$ cat config.mk
export PLATFORM = sky130hd
export DESIGN_NAME = pin_edge_irq
export DESIGN_NICKNAME = d
export VERILOG_FILES = /design/src/rtl/pei_pkg.sv /design/src/rtl/pei_sync.sv /design/src/rtl/pei_filter.sv /design/src/rtl/pei_evt.sv /design/src/rtl/pin_edge_irq.sv
export SDC_FILE = /design/constraint.sdc
export NUM_CORES = 1
export LEC_CHECK = 0
export CORE_MARGIN = 4
export CORE_UTILIZATION = 40
export DETAILED_ROUTE_END_ITERATION = 8
export GPL_ROUTABILITY_DRIVEN = 0
export GPL_TIMING_DRIVEN = 0
export PLACE_DENSITY = 0.64
export SYNTH_ARGS = -nofsm -noshare
export SYNTH_HDL_FRONTEND = slang
export SYNTH_SLANG_ARGS = --single-unit
$ cat constraint.sdc
create_clock -name clk -period 1.7 [get_ports clk]
set_input_delay 0.425 -clock clk [delete_from_list [all_inputs] [get_ports clk]]
set_output_delay 0.425 -clock clk [all_outputs]
set_load 0.1 [all_outputs]
$ cat src/rtl/pei_pkg.sv
package pei_pkg;

  typedef enum logic {
    EDGE_FALL = 1'b0,
    EDGE_RISE = 1'b1
  } edge_sel_e;

  // Cycles after reset release until synchronizer, filter and edge delay hold real pin data
  localparam int unsigned WARM_CYCLES = 4;

endpackage

$ cat src/rtl/pei_sync.sv
module pei_sync #(
  parameter int unsigned W = 16
) (
  input  logic         clk,
  input  logic         rst_n,
  input  logic [W-1:0] async_i,
  output logic [W-1:0] sync_o
);

  logic [W-1:0] meta_q;
  logic [W-1:0] sync_q;

  always_ff @(posedge clk) begin
    if (!rst_n) begin
      meta_q <= '0;
      sync_q <= '0;
    end else begin
      meta_q <= async_i;
      sync_q <= meta_q;
    end
  end

  assign sync_o = sync_q;

endmodule

$ cat src/rtl/pei_filter.sv
module pei_filter #(
  parameter int unsigned DBW = 8
) (
  input  logic           clk,
  input  logic           rst_n,
  input  logic           load_i,
  input  logic           lvl_i,
  input  logic [DBW-1:0] limit_i,
  output logic           lvl_o
);

  logic           lvl_q;
  logic [DBW-1:0] cnt_q;

  // cnt_q counts the earlier mismatching samples; accept on the (limit+1)-th one
  always_ff @(posedge clk) begin
    if (!rst_n) begin
      lvl_q <= 1'b0;
      cnt_q <= '0;
    end else if (load_i) begin
      lvl_q <= lvl_i;
      cnt_q <= '0;
    end else if (lvl_i == lvl_q) begin
      cnt_q <= '0;
    end else if (cnt_q == limit_i) begin
      lvl_q <= lvl_i;
      cnt_q <= '0;
    end else begin
      cnt_q <= cnt_q + 1'b1;
    end
  end

  assign lvl_o = lvl_q;

  // outside warm-up, a filtered change needs the full count of mismatching samples
  a_r3_full_count: assert property (@(posedge clk) disable iff (!rst_n)
    (!$past(load_i) && (lvl_q != $past(lvl_q))) |-> ($past(cnt_q) == $past(limit_i)));

  // a change of the filtered level always moves toward the sampled input
  a_r3_follow_input: assert property (@(posedge clk) disable iff (!rst_n)
    (lvl_q != $past(lvl_q)) |-> (lvl_q == $past(lvl_i)));

endmodule

$ cat src/rtl/pei_evt.sv
module pei_evt
  import pei_pkg::*;
#(
  parameter int unsigned W = 16
) (
  input  logic         clk,
  input  logic         rst_n,
  input  logic         arm_i,
  input  logic [W-1:0] lvl_i,
  input  logic [W-1:0] rise_sel_i,
  input  logic [W-1:0] mask_i,
  input  logic         clr_i,
  input  logic [W-1:0] clr_bits_i,
  output logic [W-1:0] status_o,
  output logic         irq_o
);

  logic [W-1:0] lvl_d_q;
  logic [W-1:0] status_q;
  logic [W-1:0] edge_hit;
  logic [W-1:0] new_ev;
  logic [W-1:0] drop;

  always_ff @(posedge clk) begin
    if (!rst_n) lvl_d_q <= '0;
    else        lvl_d_q <= lvl_i;
  end

  for (genvar i = 0; i < W; i++) begin : g_edge
    always_comb begin
      if (edge_sel_e'(rise_sel_i[i]) == EDGE_RISE) edge_hit[i] = lvl_i[i] & ~lvl_d_q[i];
      else                                         edge_hit[i] = ~lvl_i[i] & lvl_d_q[i];
    end
  end

  assign new_ev = arm_i ? (edge_hit & ~mask_i) : '0;
  assign drop   = clr_i ? (clr_bits_i & ~mask_i) : '0;

  // set has priority over clear so that no event is lost
  always_ff @(posedge clk) begin
    if (!rst_n) status_q <= '0;
    else        status_q <= (status_q & ~drop) | new_ev;
  end

  assign status_o = status_q;
  assign irq_o    = |status_q;

  // nothing is latched before the pipeline is armed
  a_r1_quiet_warmup: assert property (@(posedge clk) disable iff (!rst_n)
    !arm_i |=> ((status_q & ~$past(status_q)) == '0));

  // a masked bit never goes from clear to set
  a_r5_mask_blocks: assert property (@(posedge clk) disable iff (!rst_n)
    arm_i |=> ((status_q & ~$past(status_q) & $past(mask_i)) == '0));

  // a clear request never drops a masked bit
  a_r7_keep_masked: assert property (@(posedge clk) disable iff (!rst_n)
    clr_i |=> (($past(status_q) & $past(mask_i) & ~status_q) == '0));

  // an event in the same cycle as a clear survives
  a_r8_set_wins: assert property (@(posedge clk) disable iff (!rst_n)
    clr_i |=> (($past(new_ev) & ~status_q) == '0));

  // without a clear request the interrupt cannot fall
  a_r6_irq_hold: assert property (@(posedge clk) disable iff (!rst_n)
    (irq_o && !clr_i) |=> irq_o);

endmodule

$ cat src/rtl/pin_edge_irq.sv
module pin_edge_irq
  import pei_pkg::*;
#(
  parameter int unsigned NPINS = 16,
  parameter int unsigned DBW   = 8
) (
  input  logic             clk,
  input  logic             rst_n,
  input  logic [NPINS-1:0] pins_i,
  input  logic [DBW-1:0]   dbn_len_i,
  input  logic [NPINS-1:0] edge_rise_i,
  input  logic [NPINS-1:0] mask_i,
  input  logic             clr_i,
  input  logic [NPINS-1:0] clr_bits_i,
  output logic [NPINS-1:0] status_o,
  output logic             irq_o
);

  localparam int unsigned WW = $clog2(WARM_CYCLES + 1);

  logic [WW-1:0]    warm_q;
  logic             armed;
  logic [NPINS-1:0] synced;
  logic [NPINS-1:0] filtered;

  // warm-up: filters copy the synchronized pins until real data has reached the edge delay
  always_ff @(posedge clk) begin
    if (!rst_n)                        warm_q <= '0;
    else if (warm_q != WW'(WARM_CYCLES)) warm_q <= warm_q + 1'b1;
  end

  assign armed = (warm_q == WW'(WARM_CYCLES));

  pei_sync #(.W(NPINS)) u_sync (
    .clk     (clk),
    .rst_n   (rst_n),
    .async_i (pins_i),
    .sync_o  (synced)
  );

  for (genvar i = 0; i < NPINS; i++) begin : g_flt
    pei_filter #(.DBW(DBW)) u_flt (
      .clk     (clk),
      .rst_n   (rst_n),
      .load_i  (!armed),
      .lvl_i   (synced[i]),
      .limit_i (dbn_len_i),
      .lvl_o   (filtered[i])
    );
  end

  pei_evt #(.W(NPINS)) u_evt (
    .clk        (clk),
    .rst_n      (rst_n),
    .arm_i      (armed),
    .lvl_i      (filtered),
    .rise_sel_i (edge_rise_i),
    .mask_i     (mask_i),
    .clr_i      (clr_i),
    .clr_bits_i (clr_bits_i),
    .status_o   (status_o),
    .irq_o      (irq_o)
  );

  // once armed, the block stays armed until the next reset
  a_r1_armed_sticky: assert property (@(posedge clk) disable iff (!rst_n)
    armed |=> armed);

  // the interrupt is low whenever the status vector is empty
  a_r6_irq_empty: assert property (@(posedge clk) disable iff (!rst_n)
    (status_o == '0) |-> !irq_o);

endmodule

== Word level (Yosys, flattened, before mapping) ==
Cells that the tools add are included.

* Logic and storage cells: 291
* Input port bits: 75
* Bits in latches: 0
* Memory bits (read-only): 0
* Memory bits (writable): 0
* Output and inout bits: 17
* Register bits: 211
* Memories: 0

* Equal/unequal tests: 66
* Reduce and logical (&&, ||, !) cells: 33
* Bitwise logic cells: 72
* Div/mod/pow operators: 0
* $lt $le $gt $ge: 0
* Add/subtract/negate cells: 17
* Mux-type cells: 66
* Shifts and indexed selects: 0
* $mul: 0

{| class="wikitable"
|+ Operators by type and width
! cell !! count
|-
| adder 8 x 1 -> 8 bit (second input constant) || 16
|-
| == test 8 bit || 16
|-
| two-way mux 1 bit || 64
|-
| inequality test 2 bit (second input constant) || 32
|-
| OR reduction 4 bit || 16
|-
| AND 16 bit || 3
|-
| NOT 1 bit || 34
|-
| AND 1 bit || 32
|-
| two-way mux 16 bit || 2
|-
| NOT 16 bit || 2
|-
| AND reduction 2 bit || 16
|-
| == test 1 bit || 16
|-
| bitwise OR 16 bit || 1
|-
| OR reduction 16 bit || 1
|-
| adder 3 x 1 -> 3 bit (second input constant) || 1
|-
| == test 3 bit (second input constant) || 1
|-
| inequality test 3 bit (second input constant) || 1
|}

== Depth between registers and ports, before layout ==
Gate-level depths: netlist of run 1.

* Word-level depth: 6
* Gate-level depth with buffers: 7
* Depth with buffers taken out: 6

== By module ==
Synthesis of run 1 repeated with hierarchy kept, for this count alone.

* Cell total of the unflattened synthesis: 1025
* Area, all modules: 9623.0 µm²

{| class="wikitable"
|+ By module, submodules not included
! module !! area each (µm²) !! seq. area each (µm²) !! times used !! cells an instance
|-
| pei_filter || 444.2 || 180.2 || 16 || 49
|-
| pei_evt || 1460.2 || 640.6 || 1 || 156
|-
| pei_sync || 895.9 || 640.6 || 1 || 67
|-
| pin_edge_irq || 160.2 || 60.1 || 1 || 18
|}

== Worst setup path before layout of run 1 ==
OpenSTA, ideal clock, no wires.

* Kind: flip-flop to output port
* Start point: reg u_evt.status_q[2] (netlist: u_evt.status_o[2])
* End point: out irq_o
* Path slack: -0.687 ns
* Cell stages (with the launch flop): 3
* Path buffers: 0
* Data arrival time: 1.962 ns
* Data required time: 1.275 ns
* Path through: dfxtp_1 > nor4_1 > nand4_1

* Cells in the longest elaborated chain, start to end: 1

{| class="wikitable"
|+ RTL lines
! element !! line !! source
|-
| from (decl) || pei_evt.sv:19 || <nowiki>logic [W-1:0] status_q;</nowiki>
|-
| from (signal assigned) || pei_evt.sv:42 || <nowiki>else status_q <= (status_q & ~drop) | new_ev;</nowiki>
|-
| OR reduction 16 bit || pei_evt.sv:46 || <nowiki>assign irq_o = |status_q;</nowiki>
|-
| to (decl) || pin_edge_irq.sv:16 || <nowiki>output logic irq_o</nowiki>
|}

Every way passes these cells.

== Worst setup path after layout of run 1 ==
* Start point: reg u_evt.status_q[3] (netlist: u_evt.status_o[3])
* End point: out irq_o

Same word-level chain as after synthesis.

==> results of run 1 <==
-- state kept, by name, indices dropped and copies added (netlist names) --
register and cells:
u_evt.lvl_d_q 16, g_flt.u_flt.lvl_o 16, warm_q 3, u_evt.status_o 16
g_flt.u_flt.cnt_q 128, u_sync.sync_o 16, u_sync.meta_q 16
-- kinds of logic (layout without fill, tap and decap cells) --
kind of cell             after synthesis  count (layout)  share of synthesized area [%]
AND/OR/NAND/NOR                      441             441                          22.31
XOR/XNOR                             241             241                          21.67
flip-flops                           211             211                          43.37
AO/OA/AOI/OAI                         68              68                          4.766
buffers and inverters                 66             190                          3.931
adder cells (fa/ha/maj)               18              18                          2.312
multiplexers                          16              16                          1.644
-- placed cells by master (no fill, tap or decap), types with 4 or more instances in the layout --
master,n
clkbuf_2,5
xor2_1,197
clkbuf_1,11
buf_6,12
ha_1,17
inv_1,35
nand3b_1,15
clkinv_2,7
a211o_2,16
a21boi_0,17
a21oi_2,7
nor4_2,11
nor4_1,24
and2_1,33
nor3b_1,16
nand3_1,71
nand2_1,72
o21ai_0,18
a21oi_1,9
dfxtp_4,13
clkbuf_16,23
dfxtp_1,195
buf_4,18
buf_8,4
nor2_1,164
xnor2_1,44
mux2i_1,16
clkdlybuf4s50_1,65
and3_1,28
-- routing by layer --
metal,GRT usage (%),vias to the layer above
met5,0,-
met4,3.660,0
met3,2.434,31
met2,27.40,105
met1,23.07,3402
li1,-,3714
-- metrics by stage --
stage / total power [uW] / setup TNS, ps
5_1_grt: 10850 / -417.2
6_report: 10460 / -314.8
4_1_cts: 10570 / -367.2
3_3_place_gp: 5859 / -103950
2_1_floorplan: 5544 / -388.6
3_5_place_dp: 5868 / -99530
-- layout make-up --
type / instances / area [sq um] / area share [%]
Buffer: 31 / 275.3 / 2.334
Clock buffer: 30 / 621.8 / 5.274
Clock inverter: 10 / 81.33 / 0.6897
Inverter: 35 / 131.4 / 1.114
Multi-Input combinational cell: 784 / 5199 / 44.09
Sequential cell: 211 / 4277 / 36.27
Tap cell: 319 / 399.1 / 3.385
Timing Repair Buffer: 84 / 807.0 / 6.844
-- final timing paths --
kind,from,end,slack (ps),depth (start not counted)
max reg2reg,g_flt[2].u_flt.cnt_q[2],g_flt[2].u_flt.cnt_q[4],100,4
min reg2reg,u_sync.meta_q[7],u_sync.sync_o[7],430,1
max,u_evt.status_o[3],irq_o,-290,3
min,u_sync.meta_q[7],u_sync.sync_o[7],430,1
-- critical path: cells and delay by family, from the launching register on --
family	cells	cell delay, ps
buf+inv	1	220
flops	1	360
simple gates	2	480
-- power breakdown --
group / leakage [uW] / switching [uW] / total, uW / internal, uW
logic: 0.00271 / 386 / 745 / 359
clock network: 0.000349 / 1960 / 4680 / 2720
registers: 0.00172 / 46.3 / 5040 / 4990
total: 0.00478 / 2390 / 10500 / 8070
-- repair_timing --
item,4_1_cts,5_1_grt
setup buffers,0,2
endpoints found under the setup margin,175,124
resized for setup,124,6
==> results.yml, run 1 <==
clock_network:
  cts_root_buf: "clkbuf_16"
  cts_buffer_depth: 3
  path_clk_slew_ps: 60
  cts.sinks: 211
  cts_tree: "built"
  cts-buffers-inserted: 22
  hold_buffers: 0
  clock_latency_ps: 500
  htreeDepth: 1
layout:
  fin_nets: 1262
  stdcell_count: 1504
  area_growth_pct: 21.05
  n_fill_cell: 2324
  fin_area_sq_um: 11790
  layout-drive-gt1-share_pct: 11.22
  finish.utilization_pct: 49.79
  antennaDiodeCount: 0
drt:
  top_layer: "met4"
  wirelength_um: 22850
  drt_iter0_markers: 423
  wirelength_met1_um: 10940
  wl_met2_um: 10580
  via_count: 7252
  drt-pass1-iter-count: 4
  wl_per_cell_um: 15.19
  routed-wl-met3_um: 856
  ant_nets: 0
  drcViolationCount: 0
  vias_per_cell: 4.822
power_and_ir_drop:
  powerDensity_nw_per_um2: 887.2
  vdd_ir_drop_max_mv: 0.6316
  leakagePower_uw: 0.004776
worst_setup_path:
  path_class: "flip-flop to output port"
  critPathRequiredTime_ps: 1270
  critPathSlowestCell: "dfxtp_4"
  worstSetupStartpointType: "flip-flop"
  crit_path_max_incr_delay_ps: 360
  worst-path-max-fanout: 3
  end_kind: "output port"
  path_cells: "nor4_4 > nand4_1 > buf_6"
  crit_arrival_ps: 1560
sta:
  setup_slack_ps: -288.2
  setup_viol: 2
  maxSlewHeadroom_pct: 59.54
  worst_pin_slew_ps: 601.3
  fin_crit_ps: 1988
  holdWs_ps: 431.8
  finalCritPeriodShare_pct: 117.0
  clock_skew_ps: 12.40
  slew_violations: 0
  final_hold_viol_count: 0
  rsz0062_at_grt: "true"
  max_freq_mhz: 503.0
flow_run:
  max-cap-violations: 0
logic_synthesis:
  ys_top_cells_by_count: "dfxtp_1, xor2_1, nor2_1"
  ys_seq_elements: 211
  synth_area_leader_cell: "dfxtp_1"
  yosys.cell_count.top_type: "dfxtp_1"
  syn_area_sq_um: 9741
  synth.net_count: 1154
  synth_edf_count: 0
  yosysUniqueCellTypes: 26
  synth_cells: 1061
  yosysWarnings: 0
  async_flop_share_pct: 0
  synth_top_area_share_pct: 43.37
  synth_area_leaders: "dfxtp_1, xor2_1, nor2_1"
  ys.flop_type: "dfxtp_1"
  avgSynthCellArea_sq_um: 9.181
  seq_area_frac_synth_pct: 43.37
place:
  preCtsSetupSlack_ps: -682.3
  dp_hpwl_um: 16540
  portBuffers: 82
  placed_area_sq_um: 11010
  dp.cells: 1462
grt:
  grt_max_degree: 15
  grt_pass1_wl_um: 35730
  grt-ovfl-total: 0
  grt_pass1_vias: 6961
  antenna_found_initial: 0
  groute.usage.overall_pct: 16.58
run_status:
  status: "complete, but fails checks"
  violations: "setup timing"
floorplanning:
  io_pins: 92
  die_area_sq_um: 26910
  start_util_pct: 41.13
  fp-row-count: 56
  dieWidth_um: 164.1
  die_y_um: 164.1
  core_sq_um: 23680
worst_hold_path:
  hold_class: "flip-flop to flip-flop"
No activity file was read; power rests on OpenSTA's default activity.
==> run 2: changes to the inputs <==
--- a/config.mk
+++ b/config.mk
@@ -6,11 +6,11 @@
 export NUM_CORES = 1
 export LEC_CHECK = 0
 export CORE_MARGIN = 4
-export CORE_UTILIZATION = 40
+export CORE_UTILIZATION = 45
 export DETAILED_ROUTE_END_ITERATION = 8
 export GPL_ROUTABILITY_DRIVEN = 0
 export GPL_TIMING_DRIVEN = 0
-export PLACE_DENSITY = 0.64
+export PLACE_DENSITY = 0.7
 export SYNTH_ARGS = -nofsm -noshare
 export SYNTH_HDL_FRONTEND = slang
 export SYNTH_SLANG_ARGS = --single-unit
==> results.yml, run 2 (same netlist as run 1, synthesis figures left out) <==
run_status:
  status: "complete, but fails checks"
  violations: "setup timing"
layout:
  fin_area_sq_um: 11760
  fin_nets: 1262
  regMostFlops: "g_flt.u_flt.cnt_q"
  antennaDiodeCount: 0
  multiInputGateArea_sq_um: 5205
  n_fill_cell: 1912
  stdcell_count: 1459
  largest_reg_flops: 128
  finish.utilization_pct: 55.61
  area_growth_pct: 20.77
  ff_latch_area_sq_um: 4277
  layout-drive-gt1-share_pct: 11.40
  final_common_cell: "xor2_1"
  layout_common_cells: "xor2_1, dfxtp_1, nor2_1, nand2_1, nand3_1"
floorplanning:
  dieWidth_um: 155.1
  start_util_pct: 46.05
  die_area_sq_um: 24060
  core_sq_um: 21150
  die_y_um: 155.1
  io_pins: 92
  fp-row-count: 53
grt:
  grt_pass1_vias: 7123
  grt_max_degree: 15
  antenna_found_initial: 0
  grt_pass1_wl_um: 36480
  grt-ovfl-total: 0
  groute.usage.overall_pct: 18.53
clock_network:
  hold_buffers: 0
  cts.sinks: 211
  path_clk_slew_ps: 60
  cts-buffers-inserted: 22
  clock_latency_ps: 510
  htreeDepth: 1
  cts_root_buf: "clkbuf_16"
  cts_tree: "built"
  cts_buffer_depth: 3
drt:
  drt_iter0_markers: 329
  drcViolationCount: 0
  via_count: 7303
  wirelength_um: 22620
  wl_per_cell_um: 15.51
  ant_nets: 0
  drt-pass1-iter-count: 4
  vias_per_cell: 5.005
sta:
  fin_crit_ps: 1966
  slew_violations: 0
  clock_skew_ps: 22.64
  final_hold_viol_count: 0
  setup_slack_ps: -265.8
  worst_pin_slew_ps: 555.0
  rsz0062_at_grt: "true"
  setup_viol: 2
  max_freq_mhz: 508.7
  tns_ps: -287.8
  maxSlewHeadroom_pct: 62.66
  finalCritPeriodShare_pct: 115.6
place:
  dp_hpwl_um: 16200
  portBuffers: 82
  dp.cells: 1418
  placed_area_sq_um: 10960
power_and_ir_drop:
  powerDensity_nw_per_um2: 902.1
  vdd_ir_drop_max_mv: 0.6972
  leakagePower_uw: 0.004786
worst_setup_path:
  critPathBufInv: 1
  cp_top_family: "simple AND/OR/NAND/NOR gates"
  path_class: "flip-flop to output port"
  r2r_start: "warm_q[0]"
  crit_arrival_ps: 1540
  cp.depth: 3
  crit_path_max_incr_delay_ps: 350
  critPathLaunch: "u_evt.status_o[15]"
  critPathSlowestCell: "dfxtp_4"
  ff2ff_setup_slack_ps: 100
  worstSetupStartpointType: "flip-flop"
  worst-path-max-fanout: 3
  critPathRequiredTime_ps: 1270
  rr_endpoint: "g_flt[9].u_flt.lvl_o"
  end_kind: "output port"
  endpoint: "irq_o"
  reg2regPathDepth: 6
  path_cells: "nor4_2 > nand4_1 > buf_6"
flow_run:
  max-cap-violations: 0
worst_hold_path:
  hold_class: "flip-flop to flip-flop"
-- run 2: cell count changes in the layout (fill, tap and decap cells not counted), moves of 2 or more --
cell / previous run / this run
clkbuf_8: 3 / 6
clkinv_2: 7 / 5
clkbuf_4: 2 / 0
buf_4: 18 / 20
clkbuf_1: 11 / 9
-- run 2: how the worst min path moves through the flow --
| stage | start | to | slack [ps] | depth (start not counted) |
|---|---|---|---|---|
| 4_1_cts | u_sync.meta_q[12] | u_sync.sync_o[12] | 430 | 1 |
| 6_report | u_sync.meta_q[12] | u_sync.sync_o[12] | 430 | 1 |
| 3_3_place_gp | u_sync.meta_q[12] | u_sync.sync_o[12] | 420 | 1 |
| 3_5_place_dp | u_sync.meta_q[12] | u_sync.sync_o[12] | 420 | 1 |
| 5_1_grt | u_sync.meta_q[8] | u_sync.sync_o[8] | 440 | 1 |
| 2_1_floorplan | u_sync.meta_q[0] | u_sync.sync_o[0] | 410 | 1 |
-- run 2: timing repair --
action                     in CTS  in global routing
buffers inserted                0                  2
resized for setup             120                 10
setup endpoints to repair     175                121
-- run 2: per-layer routing --
metal	wire (um)	GRT usage, %	vias to the layer above
met3	762	2.476	39
met5	0	0	-
met4	520	4.205	0
met1	10710	25.81	3440
met2	10630	30.71	101
li1	-	-	3723
-- run 2: worst reg2reg max path, stage by stage (launching register included) --
cell     delay [ps]
dfxtp_1         310
inv_1            90
ha_2            250
nand2_2         170
buf_4           260
a21oi_1         250
mux2i_1         210
-- run 2: layout make-up --
class                   instances  area share, %
well taps                     275          2.925
plain buffers                  31          2.308
inverters                      35          1.117
repair buffers                 84          6.754
clock buffers                  30          5.541
flip-flops and latches        211          36.35
clock inverters                 9         0.7552
multi-input cells             784          44.25
-- run 2: power by group --
| part | internal (uW) | switching (uW) |
|---|---|---|
| Sequential | 4990 | 44.3 |
| Clock | 2850 | 1990 |
| Combinational | 356 | 385 |
-- run 2: through the flow --
stage / setup slack (ps) / hold slack (ps) / power (uW)
2_1_floorplan: -388.6 / 411.9 / 5544
3_3_place_gp: -647.3 / 415.5 / 5852
3_5_place_dp: -642.4 / 416.9 / 5862
4_1_cts: -281.3 / 431.8 / 10700
5_1_grt: -345.1 / 442.9 / 11000
6_report: -265.8 / 429.9 / 10610
